### config.mk
export PLATFORM = sky130hd
export DESIGN_NAME = phy_boot_seq
export DESIGN_NICKNAME = d
export VERILOG_FILES = /design/src/rtl/boot_seq_pkg.sv /design/src/rtl/boot_seq_sync.sv /design/src/rtl/boot_seq_timer.sv /design/src/rtl/boot_seq_ctrl.sv /design/src/rtl/boot_seq_pins.sv /design/src/rtl/phy_boot_seq.sv
export SDC_FILE = /design/constraint.sdc
export NUM_CORES = 1
export LEC_CHECK = 0
export ABC_AREA = 1
export CAP_MARGIN = 20
export CORE_ASPECT_RATIO = 0.7
export CORE_MARGIN = 2
export CORE_UTILIZATION = 60
export DETAILED_ROUTE_END_ITERATION = 6
export PLACE_DENSITY = 0.84
export REMOVE_ABC_BUFFERS = 1
export SLEW_MARGIN = 20
export SYNTH_ARGS = -nofsm -noshare
export SYNTH_HDL_FRONTEND = slang
export SYNTH_HIERARCHICAL = 1
export SYNTH_SLANG_ARGS = --single-unit
### constraint.sdc
create_clock -name clk_i -period 5.3 [get_ports clk_i]
set_input_delay 1.06 -clock clk_i [delete_from_list [all_inputs] [get_ports clk_i]]
set_output_delay 1.06 -clock clk_i [all_outputs]
set_load 0.01 [all_outputs]
### src/rtl/boot_seq_pkg.sv
`timescale 1ns/1ps
package boot_seq_pkg;

  typedef enum logic [2:0] {
    ST_IDLE = 3'd0,  // global reset low, strap driven
    ST_HOLD = 3'd1,  // global reset high, strap still driven
    ST_TURN = 3'd2,  // pins released, output-enable low
    ST_ENA  = 3'd3,  // output-enable high, pipe reset low
    ST_DONE = 3'd4
  } seq_st_e;

  function automatic int unsigned at_least_one(int unsigned v);
    return (v < 1) ? 1 : v;
  endfunction

  function automatic int unsigned max_of4(int unsigned a, int unsigned b,
                                          int unsigned c, int unsigned d);
    int unsigned m;
    m = a;
    if (b > m) m = b;
    if (c > m) m = c;
    if (d > m) m = d;
    return m;
  endfunction

endpackage

### src/rtl/boot_seq_sync.sv
`timescale 1ns/1ps
module boot_seq_sync #(
  parameter int unsigned STAGES = 2
) (
  input  logic clk_i,
  input  logic rst_ni,
  input  logic d_i,
  output logic q_o
);
  localparam int unsigned N = (STAGES < 1) ? 1 : STAGES;

  logic [N-1:0] chain_q;

  always_ff @(posedge clk_i or negedge rst_ni) begin
    if (!rst_ni) begin
      chain_q <= '0;
    end else begin
      chain_q[0] <= d_i;
      for (int i = 1; i < int'(N); i++) chain_q[i] <= chain_q[i-1];
    end
  end

  assign q_o = chain_q[N-1];
endmodule

### src/rtl/boot_seq_timer.sv
`timescale 1ns/1ps
module boot_seq_timer #(
  parameter int unsigned CNT_W = 8
) (
  input  logic             clk_i,
  input  logic             rst_ni,
  input  logic             clr_i,
  input  logic             en_i,
  input  logic [CNT_W-1:0] lim_i,
  output logic             hit_o
);
  logic [CNT_W-1:0] cnt_q;

  assign hit_o = en_i && (cnt_q == lim_i - 1'b1);

  always_ff @(posedge clk_i or negedge rst_ni) begin
    if (!rst_ni)            cnt_q <= '0;
    else if (clr_i || hit_o) cnt_q <= '0;
    else if (en_i)          cnt_q <= cnt_q + 1'b1;
  end

  // a gap never runs past its limit
  p_cnt_in_window_r2: assert property (@(posedge clk_i) disable iff (!rst_ni)
    en_i |-> (cnt_q < lim_i));
endmodule

### src/rtl/boot_seq_ctrl.sv
`timescale 1ns/1ps
module boot_seq_ctrl
  import boot_seq_pkg::*;
#(
  parameter int unsigned CNT_W       = 8,
  parameter int unsigned T_PWR_CYC   = 4,
  parameter int unsigned T_HOLD_CYC  = 4,
  parameter int unsigned T_TURN_CYC  = 1,
  parameter int unsigned T_PIPE_CYC  = 4
) (
  input  logic             clk_i,
  input  logic             rst_ni,
  input  logic             pwr_ok_i,
  input  logic             hit_i,
  output logic             clr_o,
  output logic             en_o,
  output logic [CNT_W-1:0] lim_o,
  output logic             phy_rst_n_o,
  output logic             drive_o,
  output logic             oe_o,
  output logic             pipe_rst_n_o,
  output logic             done_o
);
  localparam logic [CNT_W-1:0] L_PWR  = CNT_W'(at_least_one(T_PWR_CYC));
  localparam logic [CNT_W-1:0] L_HOLD = CNT_W'(at_least_one(T_HOLD_CYC));
  localparam logic [CNT_W-1:0] L_TURN = CNT_W'(at_least_one(T_TURN_CYC));
  localparam logic [CNT_W-1:0] L_PIPE = CNT_W'(at_least_one(T_PIPE_CYC));

  seq_st_e st_q, st_d;
  logic    grst_q, drv_q, oe_q, pipe_q, done_q;

  always_comb begin
    lim_o = L_PWR;
    unique case (st_q)
      ST_IDLE: lim_o = L_PWR;
      ST_HOLD: lim_o = L_HOLD;
      ST_TURN: lim_o = L_TURN;
      ST_ENA:  lim_o = L_PIPE;
      default: lim_o = L_PWR;
    endcase
  end

  assign clr_o = !pwr_ok_i;
  assign en_o  = pwr_ok_i && (st_q != ST_DONE);

  always_comb begin
    st_d = st_q;
    if (!pwr_ok_i) begin
      st_d = ST_IDLE;
    end else if (hit_i) begin
      unique case (st_q)
        ST_IDLE: st_d = ST_HOLD;
        ST_HOLD: st_d = ST_TURN;
        ST_TURN: st_d = ST_ENA;
        ST_ENA:  st_d = ST_DONE;
        default: st_d = ST_DONE;
      endcase
    end
  end

  // outputs registered straight from the next state: no decode glitches at the pads
  always_ff @(posedge clk_i or negedge rst_ni) begin
    if (!rst_ni) begin
      st_q   <= ST_IDLE;
      grst_q <= 1'b0;
      drv_q  <= 1'b1;
      oe_q   <= 1'b0;
      pipe_q <= 1'b0;
      done_q <= 1'b0;
    end else begin
      st_q   <= st_d;
      grst_q <= (st_d != ST_IDLE);
      drv_q  <= (st_d == ST_IDLE) || (st_d == ST_HOLD);
      oe_q   <= (st_d == ST_ENA) || (st_d == ST_DONE);
      pipe_q <= (st_d == ST_DONE);
      done_q <= (st_d == ST_DONE);
    end
  end

  assign phy_rst_n_o  = grst_q;
  assign drive_o      = drv_q;
  assign oe_o         = oe_q;
  assign pipe_rst_n_o = pipe_q;
  assign done_o       = done_q;

  p_drive_in_reset_r3: assert property (@(posedge clk_i) disable iff (!rst_ni)
    !grst_q |-> drv_q);

  p_oe_dead_time_r4: assert property (@(posedge clk_i) disable iff (!rst_ni)
    $rose(oe_q) |-> (!drv_q && !$past(drv_q)));

  p_pipe_after_oe_r5: assert property (@(posedge clk_i) disable iff (!rst_ni)
    $rose(pipe_q) |-> (oe_q && grst_q));

  p_done_holds_r6: assert property (@(posedge clk_i) disable iff (!rst_ni)
    (done_q && pwr_ok_i) |=> done_q);

  p_drop_to_idle_r8: assert property (@(posedge clk_i) disable iff (!rst_ni)
    !pwr_ok_i |=> (!grst_q && drv_q && !oe_q && !pipe_q && !done_q));
endmodule

### src/rtl/boot_seq_pins.sv
`timescale 1ns/1ps
module boot_seq_pins #(
  parameter int unsigned STRAP_W = 1
) (
  input  logic               clk_i,
  input  logic               rst_ni,
  input  logic               capture_i,
  input  logic               drive_i,
  input  logic [STRAP_W-1:0] strap_i,
  output logic [STRAP_W-1:0] pin_drive_o,
  output logic [STRAP_W-1:0] pin_o
);
  logic [STRAP_W-1:0] strap_q;

  for (genvar g = 0; g < int'(STRAP_W); g++) begin : g_pin
    always_ff @(posedge clk_i or negedge rst_ni) begin
      if (!rst_ni)        strap_q[g] <= 1'b0;
      else if (capture_i) strap_q[g] <= strap_i[g];
    end
    assign pin_drive_o[g] = drive_i;
    assign pin_o[g]       = strap_q[g];
  end

  // strap frozen once the global reset is released
  p_strap_frozen_r7: assert property (@(posedge clk_i) disable iff (!rst_ni)
    (!capture_i && !$past(capture_i)) |-> $stable(strap_q));
endmodule

### src/rtl/phy_boot_seq.sv
`timescale 1ns/1ps
module phy_boot_seq
  import boot_seq_pkg::*;
#(
  parameter int unsigned STRAP_W     = 1,
  parameter int unsigned SYNC_STAGES = 2,
  parameter int unsigned T_PWR_CYC   = 500000,
  parameter int unsigned T_HOLD_CYC  = 100000,
  parameter int unsigned T_TURN_CYC  = 4,
  parameter int unsigned T_PIPE_CYC  = 100000
) (
  input  logic               clk_i,
  input  logic               rst_ni,
  input  logic               pwr_good_i,
  input  logic [STRAP_W-1:0] strap_i,
  output logic               phy_rst_n_o,
  output logic               phy_oe_o,
  output logic               pipe_rst_n_o,
  output logic [STRAP_W-1:0] pin_drive_o,
  output logic [STRAP_W-1:0] pin_o,
  output logic               seq_done_o
);
  localparam int unsigned MAX_GAP = max_of4(at_least_one(T_PWR_CYC), at_least_one(T_HOLD_CYC),
                                            at_least_one(T_TURN_CYC), at_least_one(T_PIPE_CYC));
  localparam int unsigned CNT_W   = $clog2(MAX_GAP + 1);

  logic             pwr_ok, hit, clr, en, drive, grst_n;
  logic [CNT_W-1:0] lim;

  boot_seq_sync #(.STAGES(SYNC_STAGES)) u_sync (
    .clk_i, .rst_ni, .d_i(pwr_good_i), .q_o(pwr_ok)
  );

  boot_seq_timer #(.CNT_W(CNT_W)) u_timer (
    .clk_i, .rst_ni, .clr_i(clr), .en_i(en), .lim_i(lim), .hit_o(hit)
  );

  boot_seq_ctrl #(
    .CNT_W(CNT_W), .T_PWR_CYC(T_PWR_CYC), .T_HOLD_CYC(T_HOLD_CYC),
    .T_TURN_CYC(T_TURN_CYC), .T_PIPE_CYC(T_PIPE_CYC)
  ) u_ctrl (
    .clk_i, .rst_ni, .pwr_ok_i(pwr_ok), .hit_i(hit), .clr_o(clr), .en_o(en), .lim_o(lim),
    .phy_rst_n_o(grst_n), .drive_o(drive), .oe_o(phy_oe_o),
    .pipe_rst_n_o(pipe_rst_n_o), .done_o(seq_done_o)
  );

  boot_seq_pins #(.STRAP_W(STRAP_W)) u_pins (
    .clk_i, .rst_ni, .capture_i(!grst_n), .drive_i(drive), .strap_i(strap_i),
    .pin_drive_o(pin_drive_o), .pin_o(pin_o)
  );

  assign phy_rst_n_o = grst_n;
endmodule

**Yosys cells after proc, flatten, opt, wreduce, memory -nomap -nowiden**

Index checks and enable logic that the tools add are counted.

- Register bits: 29
- Input bits: 4
- Word-level logic and storage cells: 35

- Add/sub/neg operators: 2
- Eq/ne operators: 8
- Muxes and demuxes: 6
- Reductions and logical operators: 11

Operators by type and width:

| operator | count |
|---|---|
| $mux W19 | 2 |
| $pmux W19 S2 | 1 |
| $add A19 B1 Y19 const B | 1 |
| $eq A19 B19 Y1 | 1 |
| $sub A19 B1 Y19 const B | 1 |
| $eq A3 B2 Y1 const B | 3 |
| $pmux W3 S3 | 1 |
| $eq A3 B1 Y1 const B | 2 |
| $logic_not A3 Y1 | 2 |
| $mux W3 | 2 |
| $eq A3 B3 Y1 const B | 1 |
| $logic_or A1 B1 Y1 | 3 |
| $ne A3 B3 Y1 const B | 1 |
| $reduce_bool A3 Y1 | 1 |
| $logic_and A1 B1 Y1 | 2 |
| $reduce_bool A2 Y1 | 1 |
| $reduce_or A2 Y1 | 1 |
| $logic_not A1 Y1 | 1 |

**Depth between registers and ports, before layout**

Gate-level depths: netlist of the first run.

- Depth after elaboration: 10
- Mapped depth: 23
- Mapped depth without buffers: 21

**By module**

The synthesis of the first run kept the hierarchy.

Modules (own cells, without submodules):

| module | instances | cells each | area an instance (µm²) |
|---|---|---|---|
| boot_seq_timer | 1 | 344 | 2,075.7 |
| boot_seq_ctrl | 1 | 63 | 457.9 |
| boot_seq_sync | 1 | 2 | 50.0 |
| boot_seq_pins | 1 | 6 | 47.5 |
| phy_boot_seq | 1 | 1 | 3.8 |

**Least setup slack after synthesis of the first run**

Ideal clock, no wire load.

- Kind: reg-to-reg
- Start: reg u_ctrl.st_q[0]
- End: reg u_ctrl.oe_q, in the netlist u_ctrl/oe_o
- Library setup time: 0.065 ns
- Arrival: 2.802 ns
- Data required time: 5.235 ns
- Slack: 2.433 ns
- Stages on the path, launching flop included: 17
- Path through: dfrtp_1 > nor3_1 > inv_1 > buf_4 > or2_2 > nor2_1 > nand4_1 > a21oi_2 > nand3_4 > buf_6 > inv_1 > nand3_1 > nand2_1 > nand2_1 > nor2_1 > nand2_1 > nand2_1

- Longest elaborated chain between the ends: 10
- Elaborated cells on any way between the ends: 17

RTL lines:

| what | line | RTL |
|---|---|---|
| start, declared | boot_seq_ctrl.sv:29 | `seq_st_e st_q, st_d;` |
| start signal, assigned | boot_seq_ctrl.sv:71 | `st_q <= st_d;` |
| $eq A3 B2 Y1 or $eq A3 B1 Y1 (tied branches) | boot_seq_ctrl.sv:34 | `unique case (st_q)` |
| $reduce_or A2 Y1 (no source line) | -- |  |
| $pmux W19 S2 (*) | boot_seq_ctrl.sv:34 |  |
| via lim[2] | phy_boot_seq.sv:28 | `logic [CNT_W-1:0] lim;` |
| $sub A19 B1 Y19 (*) | boot_seq_timer.sv:14 | `assign hit_o = en_i && (cnt_q == lim_i - 1'b1);` |
| $eq A19 B19 Y1 (*) | boot_seq_timer.sv:14 |  |
| $logic_and A1 B1 Y1 (*) | boot_seq_timer.sv:14 |  |
| via hit | phy_boot_seq.sv:27 | `logic pwr_ok, hit, clr, en, drive, grst_n;` |
| $mux W3 (*) | boot_seq_ctrl.sv:50 | `end else if (hit_i) begin` |
| $mux W3 (*) | boot_seq_ctrl.sv:48 | `if (!pwr_ok_i) begin` |
| $eq A3 B2 Y1 or $eq A3 B3 Y1 (tied branches) | boot_seq_ctrl.sv:74 | `oe_q <= (st_d == ST_ENA) \|\| (st_d == ST_DONE);` |
| $logic_or A1 B1 Y1 (*) | boot_seq_ctrl.sv:74 |  |
| end signal, assigned | boot_seq_ctrl.sv:74 |  |
| end, declared | boot_seq_ctrl.sv:30 | `logic grst_q, drv_q, oe_q, pipe_q, done_q;` |

The timed path passes the listed nets; every way through them passes the cells marked *.
A chain may end at the register's enable or synchronous reset.

**Worst setup path in the final report of the first run**

Ends and elaborated chain as after synthesis.

==> results_tabular.tex, run 1 <==
\begin{tabular}{lr}
\hline
Metric & Value \\
\hline
\multicolumn{2}{l}{\textbf{Run status}} \\
Status & finished clean \\
\multicolumn{2}{l}{\textbf{CTS}} \\
Number of hold buffers added after cts & 0 \\
Total clock buffers created by CTS & 5 \\
H-tree depth reported by CTS & 2 \\
Clock-pin slew reported for the worst setup and hold paths after clock tree synthesis & 0.06 ns \\
Later-pin clock latency in the skew report & 0.29 ns \\
Root Driver & clkbuf\_8 \\
Post-cts gate resize count & 0 \\
Post-CTS Setup Inserts & 0 \\
CTS Buffer Depth & 2 \\
Clock tree from TritonCTS & built \\
TritonCTS sink count & 29 \\
\multicolumn{2}{l}{\textbf{Synth}} \\
Distinct cells, synth & 33 \\
Post-synthesis sequential area ratio & 0.276 \\
Count of mapped cells out of synthesis & 416 \\
Ys async rst share & 1.00 \\
Register bit count reported by yosys & 29 \\
Count of yosys warnings during synthesis & 6 \\
Post-synth EDFFs & 0 \\
Post-synthesis cell area & 0.00264 mm\^{}2 \\
Leading post-synthesis cells by cell area & dfrtp\_1 (27\%), nand2\_1 (17\%), nor2\_1 (9.8\%), inv\_1 (8.7\%), nand3\_1 (6.3\%) \\
Syn avg cell area & 6.33 um\^{}2 \\
Main synth FF type & dfrtp\_1 \\
Post-synth top area cell & dfrtp\_1 \\
Fraction of synthesized cell area taken by the top area cell type & 0.266 \\
\multicolumn{2}{l}{\textbf{Finish}} \\
Layout fillers & 396 \\
Layout Utilization & 0.648 \\
Cell Count, Final, Fillers Out & around 480 \\
Total inserted antenna cells & 0 \\
Net count of the finished layout & 426 \\
Area growth, synth to finish & 5.22\% \\
Ratio of cells with drive above 1 in the final layout & 0.0879 \\
Post-Layout Inst Area & approximately 0.0028 mm\^{}2 \\
\multicolumn{2}{l}{\textbf{Worst setup path}} \\
Classification of the worst setup path & reg -> reg \\
CP max FO & 16 \\
Slowest Stage Delay on Critical Path & about 0.66 ns \\
Crit start category & flop \\
Slowest-stage cell, CP & nor2\_1 \\
CP arrival & 3.98 ns \\
Sequence of cells on the critical path & inv\_1 > nor2\_1 > nor2\_1 > nor2\_1 > nand2\_1 > inv\_1 > nand2\_1 > nand2\_1 > nand2\_1 > a21oi\_1 > nand2\_1 > nor2\_4 > nand3\_4 > inv\_1 > nand3\_1 > nand2\_1 > nand2\_1 > nor2\_1 > nand2\_1 > nand2\_1 \\
Kind of end point of the critical path & flop \\
Required time worst endpoint & 5.52 ns \\
Bufs and invs on worst path & 3 \\
Gate family responsible for the most delay along the worst path & simple AND/OR/NAND/NOR gates \\
Crit path top cell by count & nand2\_1 \\
\multicolumn{2}{l}{\textbf{Floorplanning}} \\
Full die area & 0.00495 mm\^{}2 \\
Die boundary height & just under 60 um \\
Number of core rows & 20 \\
IO Pins & 10 \\
Die Wd & 83.2 um \\
Core Area & 0.00428 mm\^{}2 \\
Effective utilization at floorplan & 0.616 \\
\multicolumn{2}{l}{\textbf{Place}} \\
Placed inst area & $\sim$0.0027 mm\^{}2 \\
Pre-CTS setup slack & $\sim$1.6 ns \\
Gpl congestion & 0.951 \\
Quantity of I/O buffers inserted on ports & 9 \\
Total half-perimeter wirelength after legalization and detailed placement & 4.66 mm \\
Number of instances in the placed design & 468 \\
\multicolumn{2}{l}{\textbf{Timing}} \\
Transition time at the pin with the least slew margin & roughly 0.85 ns \\
Setup repair after global routing missed its margin & no \\
Final setup violation count & 0 \\
Total count of hold-check failures in the final report & 0 \\
Relative max-transition margin & 0.428 \\
Final worst path period need & 3.75 ns \\
Share of the clock period used by the worst path after layout & 0.708 \\
Maximum frequency from static timing analysis & 266 MHz \\
Pins over their slew limit & 0 \\
Worst hold slack & 0.352 ns \\
Worst clock skew on the final layout & 0.0122 ns \\
Post-Route Setup TNS & 0 ns \\
Worst path setup slack after routing & between 1.5 and 2 ns \\
\multicolumn{2}{l}{\textbf{Drt}} \\
Via/cell ratio & roughly 5.1 \\
Number of remaining DRC errors & 0 \\
Post-detailed-route count of antenna-violating nets & 0 \\
Detailed-routing iteration count for the pre-antenna-repair pass & 4 \\
Routed length per instance & 12.5 um \\
Total met2 wirelength after detailed routing & 2.50 mm \\
Detailed-routed wire length on met3 & 463 um \\
Vias & 2445 \\
Met1 Routed Length & 2.93 mm \\
Final Routed Wirelength & approximately 5.9 mm \\
Violation count after the first detailed-route iteration & 152 \\
Highest signal layer in the routed design & met4 \\
\multicolumn{2}{l}{\textbf{Job}} \\
Max-cap violations & 0 \\
\multicolumn{2}{l}{\textbf{Power and ir drop}} \\
Worst IR drop on VDD & 0.190 mV \\
Areal power density over the cells & approximately 170 mW/mm\^{}2 \\
Total chip power & 0.468 mW \\
Reported leakage power & $\sim$1.4 nW \\
\multicolumn{2}{l}{\textbf{Global route}} \\
Initial antenna violation count & 0 \\
First-pass GRT wire length & approximately 10 mm \\
Tot GR Track Use & 0.262 \\
Pin count of the biggest net entering global routing & 30 \\
Final global-route overflow total & 0 \\
Number of global-route vias before repair & around 2200 \\
\multicolumn{2}{l}{\textbf{Hold path}} \\
Path class of the lowest-slack min-delay path & reg -> reg \\
\hline
\end{tabular}
==> state kept, by name, summed over array words and instances, names as in the netlist <==
| signal | count |
|---|---|
| u_ctrl/phy_rst_n_o | 1 |
| u_ctrl/oe_o | 1 |
| u_ctrl/st_q | 3 |
| u_sync/chain_q | 2 |
| u_timer/cnt_q | 19 |
| u_ctrl/done_o | 1 |
| u_pins/pin_o | 1 |
| u_ctrl/drive_o | 1 |
==> worst paths after layout <==
kind                                    from                end  slack (ns)  cells after the start
hold / removal             u_sync/chain_q[0]  u_sync/chain_q[1]        0.35                      0
max in group asynchronous             rst_ni     u_ctrl/drive_o        3.84                      2
hold reg to reg            u_sync/chain_q[0]  u_sync/chain_q[1]        0.35                      0
setup reg to reg              u_ctrl/st_q[0]        u_ctrl/oe_o        1.55                     20
setup / recovery              u_ctrl/st_q[0]        u_ctrl/oe_o        1.55                     20
min in group asynchronous             rst_ni   u_timer/cnt_q[9]        1.15                      2
==> placed cells by master (no fill, tap or decap) <==
master	n
nand2_1	117
nor2_1	69
inv_1	61
nand3_1	33
dfrtp_1	28
xor2_1	12
clkdlybuf4s50_1	9
nor3_1	9
xnor2_1	9
conb_1	8
nor2_2	7
clkbuf_8	6
o21ai_0	5
nor2_4	5
nand4_1	5
nand3_2	5
nand3b_1	4
nor4_1	4
inv_2	3
nand2_2	3
a21oi_1	3
nand3_4	2
ha_1	2
clkbuf_1	1
clkinvlp_4	1
buf_4	1
a31oi_1	1
dfstp_2	1
o21ai_1	1
and2_1	1
or2_2	1
a21oi_2	1
nor4_4	1
clkinv_1	1
mux2i_1	1
==> synthesized netlist by cell type, types with 3 or more instances <==
| cell | instances |
|---|---|
| inv_2 | 3 |
| nand4_1 | 5 |
| nor2_1 | 69 |
| dfrtp_1 | 28 |
| nand2_2 | 3 |
| xor2_1 | 12 |
| nand3_2 | 5 |
| xnor2_1 | 9 |
| a21oi_1 | 3 |
| nor2_4 | 5 |
| nor2_2 | 7 |
| nor3_1 | 9 |
| o21ai_0 | 5 |
| nand3_1 | 33 |
| inv_1 | 61 |
| nand2_1 | 117 |
| nand3b_1 | 4 |
| buf_4 | 17 |
| nor4_1 | 4 |
==> area by class of cell <==
| type | instances | area [um^2] | share of cell area |
|---|---|---|---|
| Multi-Input combinational cell | 309 | 1540 | 0.556 |
| Sequential cell | 29 | 727 | 0.262 |
| Timing Repair Buffer | 10 | 97.6 | 0.0352 |
| Clock inverter | 1 | 7.51 | 0.00271 |
| Inverter | 65 | 244 | 0.0880 |
| Clock buffer | 7 | 86.3 | 0.0311 |
| Tap cell | 55 | 68.8 | 0.0248 |
==> power by group <==
part / internal [mW] / total [mW] / switching, mW
Clock: 0.105 / 0.193 / 0.0876
Sequential: 0.224 / 0.228 / 0.00359
Combinational: 0.0160 / 0.0471 / 0.0310
Total: 0.345 / 0.468 / 0.122
==> cells by family (layout without fill, tap and decap cells) <==
| family | Yosys count | after routing | share of synthesized area |
|---|---|---|---|
| DFF | 29 | 29 | 0.276 |
| AOI/OAI and AO/OA | 11 | 11 | 0.0228 |
| other | 1 | 8 | 0.00142 |
| xor gates and xnor gates | 21 | 21 | 0.0698 |
| muxes | 1 | 1 | 0.00380 |
| buffers and inverters | 85 | 83 | 0.149 |
| and+or+nand+nor | 266 | 266 | 0.468 |
| adders and majority gates | 2 | 2 | 0.00950 |
==> per-layer routing <==
| layer | vias to the layer above | track usage |
|---|---|---|
| li1 | 1260 | - |
| met1 | 1102 | 0.379 |
| met2 | 77 | 0.399 |
| met3 | 6 | 0.0669 |
| met4 | 0 | 0.0585 |
| met5 | - | 0 |
(Power assumes the default switching activity.)
==> inputs of run 2 (changes only) <==
Settings changed: CORE_UTILIZATION 60 to 56, PLACE_DENSITY 0.84 to 0.82.
Clock period 5.3 ns to 3.4 ns, I/O delays scaled along.
==> results_tabular.tex, run 2 (same netlist as run 1, synthesis figures left out) <==
\begin{tabular}{lr}
\hline
Metric & Value \\
\hline
\multicolumn{2}{l}{\textbf{CTS}} \\
Post-cts gate resize count & 0 (unchanged) \\
Post-CTS Setup Inserts & 0 (unchanged) \\
Clock-pin slew reported for the worst setup and hold paths after clock tree synthesis & 0.06 ns (about the same) \\
TritonCTS sink count & 29 (unchanged) \\
Later-pin clock latency in the skew report & 0.28 ns (about the same) \\
H-tree depth reported by CTS & 2 (unchanged) \\
CTS Buffer Depth & 2 (unchanged) \\
Total clock buffers created by CTS & 5 (unchanged) \\
Number of hold buffers added after cts & 0 (unchanged) \\
Clock tree from TritonCTS & built \\
Root Driver & clkbuf\_8 \\
\multicolumn{2}{l}{\textbf{Finish}} \\
Largest registers & u\_timer/cnt\_q (19), u\_ctrl/st\_q (3), u\_sync/chain\_q (2) \\
Layout fillers & 397 (+0.25\%) \\
Area growth, synth to finish & 7.03\% \\
Commonest cells after routing, fill and taps aside & nand2\_1 (117), nor2\_1 (69), inv\_1 (60) \\
Max reg flops & 19 (unchanged) \\
Net count of the finished layout & 430 (+0.94\%) \\
Total inserted antenna cells & 0 (unchanged) \\
Biggest register & u\_timer/cnt\_q \\
Area used by multi-input combinational logic & 0.00154 mm\^{}2 (unchanged) \\
Ratio of cells with drive above 1 in the final layout & 0.0988 (+0.0109) \\
Commonest non-fill, non-tap cell in the layout & nand2\_1 \\
Sequential cell area & 727 um\^{}2 (unchanged) \\
\multicolumn{2}{l}{\textbf{Worst setup path}} \\
Sequence of cells on the critical path & nor3\_1 > inv\_1 > nor2\_1 > nand2\_1 > nor2\_4 > xor2\_1 > nand3\_1 > nor2\_2 > nand3\_4 > clkinvlp\_4 > nand3\_1 > nand2\_1 > nand2\_1 > nor2\_1 > nand2\_1 > nand2\_1 \\
Slack of the worst reg-to-reg path & 0.23 ns (-1.32 ns) \\
Startpoint of the worst setup timing path & u\_ctrl/st\_q[0] \\
Bufs and invs on worst path & 2 (-1) \\
Critical register-to-register path startpoint & u\_ctrl/st\_q[0] \\
Required time worst endpoint & 3.62 ns (-1.90 ns) \\
Crit start category & flop \\
Slowest-stage cell, CP & dfrtp\_1 \\
Destination of the worst register-to-register timing path & u\_ctrl/oe\_o \\
Slowest Stage Delay on Critical Path & 0.44 ns (-0.22 ns) \\
Classification of the worst setup path & reg -> reg \\
Levels on crit path & 16 (-20\%) \\
Gate family responsible for the most delay along the worst path & simple AND/OR/NAND/NOR gates \\
End point of the critical path & u\_ctrl/oe\_o \\
CP max FO & 16 (unchanged) \\
CP arrival & 3.40 ns (-0.58 ns) \\
Crit path top cell by count & nand2\_1 \\
Reg2reg path depth & 16 (-20\%) \\
Kind of end point of the critical path & flop \\
\multicolumn{2}{l}{\textbf{Global route}} \\
Tot GR Track Use & 0.242 (-0.0196) \\
Final global-route overflow total & 0 (unchanged) \\
First-pass GRT wire length & 9.89 mm (-2.5\%) \\
Pin count of the biggest net entering global routing & 17 (-43\%) \\
Initial antenna violation count & 0 (unchanged) \\
Number of global-route vias before repair & 2125 (-4.8\%) \\
\multicolumn{2}{l}{\textbf{Drt}} \\
Number of remaining DRC errors & 0 (unchanged) \\
Final Routed Wirelength & 5.65 mm (-4.8\%) \\
Violation count after the first detailed-route iteration & 229 (+51\%) \\
Vias & 2453 (+0.33\%) \\
Detailed-routing iteration count for the pre-antenna-repair pass & 5 (+1) \\
Routed length per instance & 11.8 um (-5.6\%) \\
Post-detailed-route count of antenna-violating nets & 0 (unchanged) \\
Via/cell ratio & 5.11 (-0.51\%) \\
\multicolumn{2}{l}{\textbf{Floorplanning}} \\
IO Pins & 10 (unchanged) \\
Die Wd & 86.0 um (+3.3\%) \\
Die boundary height & 61.4 um (+3.3\%) \\
Effective utilization at floorplan & 0.595 (-0.0209) \\
Full die area & 0.00528 mm\^{}2 (+6.7\%) \\
Number of core rows & 20 (unchanged) \\
Core Area & 0.00443 mm\^{}2 (+3.5\%) \\
\multicolumn{2}{l}{\textbf{Place}} \\
Total half-perimeter wirelength after legalization and detailed placement & 4.51 mm (-3.2\%) \\
Gpl congestion & 0.977 (+2.7\%) \\
Pre-CTS setup slack & 0.271 ns (-1.32 ns) \\
Quantity of I/O buffers inserted on ports & 9 (unchanged) \\
\multicolumn{2}{l}{\textbf{Power and ir drop}} \\
Switching component of the power & 0.182 mW (+49\%) \\
Internal portion of total power & 0.592 mW (+71\%) \\
Part of the power in the clock network & 0.447 (+0.035) \\
Portion of total power attributed to sequential cells & 0.459 (-0.028) \\
Comb pwr share & 0.094 (-0.007) \\
Switching power as a share of total power & 0.236 (-0.0258) \\
Reported leakage power & 1.42 nW (+1.5\%) \\
Worst IR drop on VDD & 0.237 mV (+25\%) \\
Areal power density over the cells & 275 mW/mm\^{}2 (+63\%) \\
\multicolumn{2}{l}{\textbf{Timing}} \\
Worst hold slack & 0.352 ns (+0.000155 ns) \\
Relative max-transition margin & 0.551 (+0.123) \\
Total count of hold-check failures in the final report & 0 (unchanged) \\
Worst path setup slack after routing & 0.226 ns (-1.32 ns) \\
Maximum frequency from static timing analysis & 315 MHz (+18\%) \\
Share of the clock period used by the worst path after layout & 0.933 (+0.225) \\
Transition time at the pin with the least slew margin & 0.671 ns (-0.183 ns) \\
Final worst path period need & 3.17 ns (-0.580 ns) \\
Final setup violation count & 0 (unchanged) \\
Post-Route Setup TNS & 0 ns (unchanged) \\
Worst clock skew on the final layout & 0.00814 ns (-0.00409 ns) \\
Pins over their slew limit & 0 (unchanged) \\
Setup repair after global routing missed its margin & no \\
\multicolumn{2}{l}{\textbf{Hold path}} \\
Path class of the lowest-slack min-delay path & reg -> reg \\
\multicolumn{2}{l}{\textbf{Run status}} \\
Status & finished clean \\
\multicolumn{2}{l}{\textbf{Job}} \\
Max-cap violations & 0 (unchanged) \\
\hline
\end{tabular}
[run 2: area by class of cell]
type                            count  area share
Timing Repair Buffer               14      0.0453
Inverter                           65      0.0878
Tap cell                           55      0.0244
Clock buffer                        6      0.0257
Clock inverter                      2      0.0124
Sequential cell                    29       0.258
Multi-Input combinational cell    309       0.547
[run 2: layer usage]
metal	share of wire	global-route usage
met1	0.53	0.370
met2	0.38	0.351
met3	0.076	0.0496
met4	0.0097	0.0612
met5	0	0
[run 2: through the flow]
step	area (um^2)	total power [mW]	std cells	util
2_1_floorplan	2510	0.410	403	-
3_3_place_gp	2710	0.432	472	0.612
3_5_place_dp	2710	0.433	472	0.612
4_1_cts	2820	0.783	480	0.636
5_1_grt	2820	0.810	480	0.637
6_report	2820	0.775	480	0.637
[run 2: worst min-delay path by stage]
stage	startpoint	to	slack, ns	cells after the start
global route	u_sync/chain_q[0]	u_sync/chain_q[1]	0.37	0
CTS	u_sync/chain_q[0]	u_sync/chain_q[1]	0.36	0
floorplan	u_sync/chain_q[0]	u_sync/chain_q[1]	0.33	0
detailed placement	u_sync/chain_q[0]	u_sync/chain_q[1]	0.34	0
finish	u_sync/chain_q[0]	u_sync/chain_q[1]	0.35	0
global placement	u_sync/chain_q[0]	u_sync/chain_q[1]	0.34	0
[run 2: power groups by stage]
stage | clock network, mW | logic (mW) | registers, mW
floorplan | 0 | 0.0498 | 0.360
global placement | 0 | 0.0704 | 0.361
detailed placement | 0 | 0.0715 | 0.361
CTS | 0.357 | 0.0715 | 0.355
global route | 0.370 | 0.0843 | 0.356
finish | 0.346 | 0.0730 | 0.355
